$ cat config.mk
export PLATFORM = sky130hd
export DESIGN_NAME = merge_wbuf
export DESIGN_NICKNAME = d
export VERILOG_FILES = /design/src/rtl/merge_wbuf_pkg.sv /design/src/rtl/merge_wbuf_cmp.sv /design/src/rtl/merge_wbuf_ring.sv /design/src/rtl/merge_wbuf.sv
export SDC_FILE = /design/constraint.sdc
export NUM_CORES = 1
export LEC_CHECK = 0
export BUFFER_PORTS_ARGS = -buffer_cell sky130_fd_sc_hd__buf_2
export CAP_MARGIN = 15
export CORE_ASPECT_RATIO = 0.6
export CORE_MARGIN = 4
export CORE_UTILIZATION = 50
export CTS_CLUSTER_SIZE = 25
export DETAILED_ROUTE_END_ITERATION = 12
export PLACE_DENSITY = 0.64
export SLEW_MARGIN = 10
export SYNTH_ARGS = -nofsm -noshare
export SYNTH_HDL_FRONTEND = slang
export SYNTH_SLANG_ARGS = --single-unit
$ cat constraint.sdc
create_clock -name clk -period 11.2 [get_ports clk]
set_input_delay 0.56 -clock clk [delete_from_list [all_inputs] [get_ports clk]]
set_output_delay 0.56 -clock clk [all_outputs]
set_load 0.01 [all_outputs]
$ cat src/rtl/merge_wbuf_pkg.sv
package merge_wbuf_pkg;

  // index of the lowest set bit, 0 when none is set
  function automatic int first_set(input logic [63:0] v);
    int r;
    r = 0;
    for (int i = 63; i >= 0; i--) begin
      if (v[i]) r = i;
    end
    return r;
  endfunction

endpackage

$ cat src/rtl/merge_wbuf_cmp.sv
module merge_wbuf_cmp #(
  parameter int DEPTH = 4,
  parameter int BW    = 28
) (
  input  logic [DEPTH-1:0] vld,
  input  logic [DEPTH-1:0] excl,
  input  logic [BW-1:0]    blk [DEPTH],
  input  logic [BW-1:0]    key,
  output logic [DEPTH-1:0] hit
);
  for (genvar i = 0; i < DEPTH; i++) begin : g_cmp
    assign hit[i] = vld[i] && !excl[i] && (blk[i] == key);
  end
endmodule

$ cat src/rtl/merge_wbuf_ring.sv
module merge_wbuf_ring #(
  parameter int DEPTH = 4,
  localparam int IDXW = $clog2(DEPTH)
) (
  input  logic            clk,
  input  logic            rst,
  input  logic            push,
  input  logic            pop,
  output logic [IDXW-1:0] head,
  output logic [IDXW-1:0] tail,
  output logic [IDXW:0]   occ,
  output logic            full,
  output logic            empty
);
  function automatic logic [IDXW-1:0] step(input logic [IDXW-1:0] p);
    return (p == IDXW'(DEPTH - 1)) ? '0 : p + 1'b1;
  endfunction

  always_ff @(posedge clk) begin
    if (rst) begin
      head <= '0;
      tail <= '0;
      occ  <= '0;
    end else begin
      if (push) tail <= step(tail);
      if (pop)  head <= step(head);
      case ({push, pop})
        2'b10:   occ <= occ + 1'b1;
        2'b01:   occ <= occ - 1'b1;
        default: occ <= occ;
      endcase
    end
  end

  assign full  = (occ == (IDXW + 1)'(DEPTH));
  assign empty = (occ == '0);
endmodule

$ cat src/rtl/merge_wbuf.sv
module merge_wbuf #(
  parameter int AW    = 32,
  parameter int DW    = 32,
  parameter int WORDS = 4,
  parameter int DEPTH = 4,
  localparam int BYTEW = DW / 8,
  localparam int OFFW  = $clog2(WORDS * BYTEW),
  localparam int BW    = AW - OFFW,
  localparam int LW    = WORDS * DW
) (
  input  logic             clk,
  input  logic             rst,
  input  logic             st_valid,
  output logic             st_ready,
  input  logic [AW-1:0]    st_addr,
  input  logic [DW-1:0]    st_data,
  input  logic [AW-1:0]    lk_addr,
  output logic             lk_hit,
  output logic             mem_valid,
  input  logic             mem_ready,
  output logic [BW-1:0]    mem_blk,
  output logic [LW-1:0]    mem_data,
  output logic [WORDS-1:0] mem_mask
);
  import merge_wbuf_pkg::*;

  localparam int IDXW  = $clog2(DEPTH);
  localparam int WSELW = $clog2(WORDS);
  localparam int BSELW = $clog2(BYTEW);

  // entry storage
  logic [DEPTH-1:0] e_vld;
  logic [BW-1:0]    e_blk  [DEPTH];
  logic [WORDS-1:0] e_mask [DEPTH];
  logic [LW-1:0]    e_data [DEPTH];

  logic [IDXW-1:0]  head, tail;
  logic [IDXW:0]    occ;
  logic             full, empty;

  logic [BW-1:0]    st_blk, lk_blk;
  logic [WSELW-1:0] st_w;
  logic [DEPTH-1:0] excl, st_hitv, lk_hitv;
  logic             st_hit, acc, alloc, launch;
  logic [IDXW-1:0]  st_idx;
  logic [LW-1:0]    ins_data;
  logic [WORDS-1:0] ins_mask;
  logic             unused_low;

  assign st_blk     = st_addr[AW-1:OFFW];
  assign st_w       = st_addr[BSELW +: WSELW];
  assign lk_blk     = lk_addr[AW-1:OFFW];
  assign unused_low = ^{st_addr[BSELW-1:0], lk_addr[OFFW-1:0]};

  // the head leaves for the drain stage when that stage is free or being emptied
  assign launch = !empty && (!mem_valid || mem_ready);

  always_comb begin
    excl = '0;
    if (launch) excl[head] = 1'b1;
  end

  merge_wbuf_cmp #(.DEPTH(DEPTH), .BW(BW)) u_st_cmp (
    .vld(e_vld), .excl(excl), .blk(e_blk), .key(st_blk), .hit(st_hitv)
  );

  merge_wbuf_cmp #(.DEPTH(DEPTH), .BW(BW)) u_lk_cmp (
    .vld(e_vld), .excl('0), .blk(e_blk), .key(lk_blk), .hit(lk_hitv)
  );

  assign st_hit   = |st_hitv;
  assign st_idx   = IDXW'(first_set(64'(st_hitv)));
  assign st_ready = st_hit || !full;
  assign acc      = st_valid && st_ready;
  assign alloc    = acc && !st_hit;

  assign lk_hit = (|lk_hitv) || (mem_valid && (mem_blk == lk_blk));

  always_comb begin
    ins_data = '0;
    ins_data[int'(st_w) * DW +: DW] = st_data;
    ins_mask = '0;
    ins_mask[st_w] = 1'b1;
  end

  merge_wbuf_ring #(.DEPTH(DEPTH)) u_ring (
    .clk(clk), .rst(rst), .push(alloc), .pop(launch),
    .head(head), .tail(tail), .occ(occ), .full(full), .empty(empty)
  );

  always_ff @(posedge clk) begin
    if (rst) begin
      e_vld     <= '0;
      mem_valid <= 1'b0;
      mem_blk   <= '0;
      mem_data  <= '0;
      mem_mask  <= '0;
    end else begin
      if (launch) begin
        mem_valid   <= 1'b1;
        mem_blk     <= e_blk[head];
        mem_data    <= e_data[head];
        mem_mask    <= e_mask[head];
        e_vld[head] <= 1'b0;
      end else if (mem_ready) begin
        mem_valid <= 1'b0;
      end
      if (acc && st_hit) begin
        e_data[st_idx][int'(st_w) * DW +: DW] <= st_data;
        e_mask[st_idx][st_w] <= 1'b1;
      end
      if (alloc) begin
        e_vld[tail]  <= 1'b1;
        e_blk[tail]  <= st_blk;
        e_mask[tail] <= ins_mask;
        e_data[tail] <= ins_data;
      end
    end
  end
endmodule

==> results.yml, run 1 <==
die:
  die_w_um: 342
  die-area_mm2: 0.0714
  die_y_um: 209
  start_util_pct: 50.6
  coreArea_mm2: 0.0663
  row_count: 73
  io_pins: 263
timing:
  slew_violations: 0
  period_needed_ns: 5.41
  tightestPinTransition_ns: 1.27
  tns_ns: 0
  fmax_ghz: 0.185
  fin_ws_ns: 5.79
  rsz0062_at_grt: "false"
  hold_viol: 0
  finalSetupViolations: 0
  max-slew-margin-rel_pct: 14.9
  period_share_pct: 48.3
  finClkSkew_ns: 0.0225
global_route:
  grt_overflow: 0
  antenna_found_initial: 23
  grt_max_degree: 116
  grt_pass1_wl_um: 145000
  grt_pass1_vias: 19535
  grt_use_total_pct: 28.8
setup_path:
  critPathRequiredTime_ns: 11.44
  critPathKind: "reg -> reg"
  crit_fanout: 108
  cp_data_arrival_time_ns: 5.65
  end_kind: "flop"
  start_kind: "flop"
synth:
  synthDistinctLibCells: 47
  syn-instance-count: 2226
  yosysSeqAreaShare_pct: 67.6
  postSynthAreaPerCell_um2: 15.1
  ys_ff_latch: 812
  synthArstFlopShare_pct: 0
  synth_edf_count: 640
  synth_fp_nets: 2340
  synth_ff_type: "edfxtp_1"
  syn-cell-area_mm2: 0.0335
  yosys_warnings: 0
detailed_routing:
  drc: 0
  wl_met2_um: 42400
  first_pass_iters: 5
  dr_wl_met3_um: 14400
  ant_nets: 0
  post_drt_wl_per_cell_um: 30.3
  dr.max_layer_used: "met5"
  routedLengthMet1_um: 45400
  vias: 20387
  drtIter0Drc: 2510
  avgViaCountPerCell: 5.97
  drt_wl_total_um: 103000
finish:
  final_cell_mix: "edfxtp_1, nand2_1, buf_2, xor2_1, dfxtp_1"
  layout-drive-gt1-share_pct: 23.5
  regArea_mm2: 0.0227
  multi_input_area_mm2: 0.0104
  final_nets: 2561
  area_growth_pct: 14.1
  instances_no_fill: 3413
  final_common_cell: "edfxtp_1"
  fillers: 5292
worst_hold_path:
  min_path_type: "in -> reg"
cts:
  cts_root_buffer: "clkbuf_16"
  cts_resized: 0
  cts_buffers: 75
  insertion_delay_ns: 0.64
  cts_buffer_depth: 3
  cts_tree: "yes"
  hold_buffers: 0
  cts_max_level: 3
  cts.sinks: 812
  cts_setup_buffers: 0
  clk_pin_slew_ns: 0.07
pwr:
  p_per_area_mw_per_mm2: 226
  ir_drop_mv: 0.206
  leakagePower_nw: 13.2
status:
  outcome: "finished, final reports clean"
job:
  maxCapViolations: 0
placed_design:
  dp.cells: 3266
  dpl_worst_slack_ns: 5.65
  place.detailed.hpwl_um: 71100
  port_buffers: 256
  gp_congestion: 1.09
## report_power, final
group          total (W)  internal, W  switching [W]
sequential       0.00380      0.00355       0.000248
combinational    0.00222     0.000825        0.00140
clock            0.00263      0.00147        0.00116
## path summary, 6_finish.rpt
path                                   start                    endpoint  slack (ns)  cells after the start
setup / recovery  u_ring.occ[0]$_SDFFE_PP0P_    e_data[3][118]$_DFFE_PP_        5.79                      8
hold / removal                   st_addr[24]         e_blk[48]$_DFFE_PP_        0.26                      1
setup reg to reg  u_ring.occ[0]$_SDFFE_PP0P_    e_data[3][118]$_DFFE_PP_        5.79                      8
hold reg to reg   mem_data[125]$_SDFFE_PP0P_  mem_data[125]$_SDFFE_PP0P_        0.45                      2
## worst max-delay path, cell delays in order, from the launching register on
cell and delay [ns]:
dfxtp_1 0.36, or3_4 0.42, nand2_8 0.56, buf_4 0.71
o21ai_1 0.26, nor3_1 0.85, a31oi_1 0.06, or4_1 0.69
nor2_4 0.97
## final cells by class
type	instances	area share (%)
Inverter	20	0.203
Antenna cell	3	0.0196
Timing Repair Buffer	276	3.93
Sequential cell	812	59.3
Clock inverter	45	1.26
Multi-Input combinational cell	1262	27.1
Clock buffer	95	5.32
Tap cell	900	2.94
## routing by layer
| layer | vias to the layer above | GRT usage, % |
|---|---|---|
| met2 | 944 | 38.1 |
| met4 | 4 | 4.31 |
| met1 | 10641 | 44.6 |
| li1 | 8716 | - |
| met3 | 82 | 12.7 |
| met5 | - | 0 |
## cells by family (layout without fill, tap and decap cells)
logic type	after synthesis	in the layout	synth area share [%]
DFF	812	812	67.6
other	0	3	0
adders and majority gates	14	14	0.545
and+or+nand+nor	642	642	9.37
xor gates and xnor gates	249	249	6.51
buffers and inverters	152	436	1.88
muxes	166	166	10.9
AOI/OAI and AO/OA	191	191	3.15
## cells in the mapped netlist (all sizes together) (4+ instances only)
library cell / instances / area share (%)
and3: 5 / 0.093
a21oi: 167 / 2.5
xor2: 192 / 5.0
dfxtp: 172 / 10
nand3: 11 / 0.16
mux4: 160 / 11
nor2: 30 / 0.34
nand2: 336 / 3.8
inv: 20 / 0.22
nor4: 78 / 1.6
o21ai: 6 / 0.11
or4: 5 / 0.11
ha: 13 / 0.49
nand2b: 5 / 0.093
nor3: 11 / 0.16
edfxtp: 640 / 57
or3: 4 / 0.090
nand4: 25 / 0.47
and2: 130 / 2.4
buf: 36 / 0.59
mux2: 4 / 0.13
o21bai: 5 / 0.11
xnor2: 57 / 1.5
clkbuf: 96 / 1.1
## state kept, by name (all words and copies together), names as in the netlist
register and flops:
e_blk 112, mem_mask 4, u_ring.tail 2, mem_valid 1, u_ring.head 2, e_mask 16, e_vld 4, mem_data 128
u_ring.occ 3, mem_blk 28, e_data 512
## stage by stage
stage                     hold WS, ns  utilization (%)  instance area (µm²)  power (W)
final                           0.256             57.7                38300    0.00866
after global routing            0.234             57.7                38300    0.00902
after CTS                       0.214             57.6                38200    0.00870
after detailed placement        0.443             53.8                35700    0.00609
after global placement          0.440             53.8                35700    0.00606
after floorplan                 0.477                -                33500    0.00520
No activity file was read; power rests on OpenSTA's default activity.
==> run 2, diff against run 1 <==
clock period = 5.15 ns   (was 11.2 ns; I/O delays follow)
==> run 2 against run 1 <==
Effect of this change: first-iteration DRC count fell by 8.0%; die area did not move; largest power group unchanged; highest routed layer unchanged; core utilization rose by 0.75 points; combinational power rose by 120%; setup slack got worse by 5.0 ns.
==> results.yml, run 2 (synthesis results as in run 1) <==
global_route:
  grt_pass1_wl_um: 146000
  grt_max_degree: 162
  grt_use_total_pct: 29.4
  grt_overflow: 0
  use_met2_pct: 38.0
  use_met1_pct: 43.7
  grt_pass1_vias: 19770
  met3_usage_pct: 15.8
  antenna_found_initial: 18
  top_usage_layer: "met1"
finish:
  layout-drive-gt1-share_pct: 23.8
  area_growth_pct: 15.6
  final_nets: 2613
  final_cell_mix: "edfxtp_1, nand2_1, buf_2, xor2_1, dfxtp_1"
  largest_reg_flops: 512
  top_regs: "e_data: 512 flops, mem_data: 128 flops, e_blk: 112 flops"
  final_common_cell: "edfxtp_1"
  top_register: "e_data"
setup_path:
  critPathKind: "in -> reg"
  timing.rr.end: "e_data[0][34]$_DFFE_PP_"
  r2r_slack_ns: 0.79
  crit_chain: "dlygate4sd3_1 > buf_2 > xor2_1 > nor4_1 > nand4_1 > nor4_2 > nor4_4 > buf_4 > mux2_2 > nor2_2 > buf_4"
  reg2reg_depth: 9
  crit_top_cell: "buf_4"
  cp_data_arrival_time_ns: 4.65
  rr_startpoint: "e_blk[77]$_DFFE_PP_"
  path_delay_family: "buffers and inverters"
  critPathRequiredTime_ns: 5.41
  crit_fanout: 30
  cpMaxStageDelayCell: "xor2_1"
  start_kind: "input pin"
  end_kind: "flop"
  critPathBufInv: 4
  slowest_delay_ns: 0.93
die:
  io_pins: 263
  coreArea_mm2: 0.0663
  die_y_um: 209
  die-area_mm2: 0.0714
  start_util_pct: 50.6
  die_w_um: 342
  row_count: 73
pwr:
  power.switching_w: 0.00606
  p_clk_share_pct: 30.4
  p_comb_share_pct: 26.0
  ir_drop_mv: 0.624
  p_int_w: 0.0129
  total_power_w: 0.0189
  leakagePower_nw: 13.4
  seq_power_share_pct: 43.6
  p_per_area_mw_per_mm2: 489
  switching_share_pct: 32.0
cts:
  cts_buffers: 76
  cts.sinks: 812
  cts_buffer_depth: 3
  cts_tree: "yes"
  cts_root_buffer: "clkbuf_16"
  clk_pin_slew_ns: 0.07
  cts_resized: 0
  insertion_delay_ns: 0.62
  cts_max_level: 3
detailed_routing:
  drt_wl_total_um: 105000
  post_drt_wl_per_cell_um: 30.3
  vias: 20251
  first_pass_iters: 5
  ant_nets: 0
  drtIter0Drc: 2309
  avgViaCountPerCell: 5.83
  drc: 0
timing:
  slew_violations: 0
  tns_ns: 0
  finalSetupViolations: 0
  fmax_ghz: 0.228
  hold_viol: 0
  rsz0062_at_grt: "false"
  max-slew-margin-rel_pct: 19.8
  finClkSkew_ns: 0.0207
  tightestPinTransition_ns: 1.20
  period_needed_ns: 4.38
  fin_ws_ns: 0.768
  period_share_pct: 85.1
worst_hold_path:
  hold_path_depth: 1
  min_path_type: "in -> reg"
  holdPathEnd: "e_blk[82]$_DFFE_PP_"
  min_from: "st_addr[30]"
placed_design:
  port_buffers: 256
  place.detailed.hpwl_um: 73700
  dpl_worst_slack_ns: 0.936
  gp_congestion: 1.04
job:
  maxCapViolations: 0
status:
  outcome: "finished, final reports clean"
## run 2: area by class of cell
class | instances | area [µm²]
Multi-Input combinational cell | 1262 | 10400
Timing Repair Buffer | 327 | 1950
Inverter | 20 | 77.6
Clock buffer | 114 | 2220
Fill cell | 5222 | 27600
Antenna cell | 10 | 25.0
Sequential cell | 812 | 22700
Clock inverter | 27 | 330
Tap cell | 900 | 1130
## run 2: stage by stage
| step | area, µm² | hold slack, ns | util (%) | std cells |
|---|---|---|---|---|
| after floorplan | 33500 | 0.356 | - | 2226 |
| after global placement | 35900 | 0.440 | 54.1 | 3294 |
| after detailed placement | 35900 | 0.443 | 54.1 | 3294 |
| after CTS | 38700 | 0.0117 | 58.4 | 3462 |
| after global routing | 38700 | 0.0208 | 58.4 | 3462 |
| final | 38800 | 0.0620 | 58.4 | 3472 |
## run 2: how the worst max path moves through the flow
stage,endpoint,cells after the start,from
2_1_floorplan,e_data[0][100]$_DFFE_PP_,12,u_ring.head[0]$_SDFFE_PP0P_
3_3_place_gp,e_data[1][80]$_DFFE_PP_,8,st_addr[25]
3_5_place_dp,e_data[1][70]$_DFFE_PP_,8,st_addr[25]
4_1_cts,e_data[1][90]$_DFFE_PP_,7,e_blk[77]$_DFFE_PP_
5_1_grt,e_data[0][32]$_DFFE_PP_,11,st_addr[25]
6_report,e_data[0][34]$_DFFE_PP_,11,st_addr[25]
## run 2: worst register-to-register path: cells and delay by family (launching register included)
family	cells	cell delay [ns]
DFF	1	0.44
buffers and inverters	2	0.76
muxes	1	0.44
and+or+nand+nor	5	1.40
xor gates and xnor gates	1	0.92
## run 2: power groups by stage
stage          sequential, W  combinational, W  clock (W)
2_1_floorplan        0.00839           0.00292          0
3_3_place_gp         0.00836           0.00489          0
3_5_place_dp         0.00839           0.00492          0
4_1_cts              0.00826           0.00496    0.00584
5_1_grt              0.00832           0.00531    0.00613
6_report             0.00825           0.00492    0.00576
## run 2: repair_timing
item                      CTS  global route
hold endpoints to repair  102             0
buffers inserted            0             0
hold buffers               27             0
## run 2: metal layers
metal | routed length, µm | vias to the layer above
met3 | 15700 | 114
met4 | 1700 | 8
met5 | 273 | -
li1 | - | 8830
met1 | 45700 | 10365
met2 | 41800 | 934
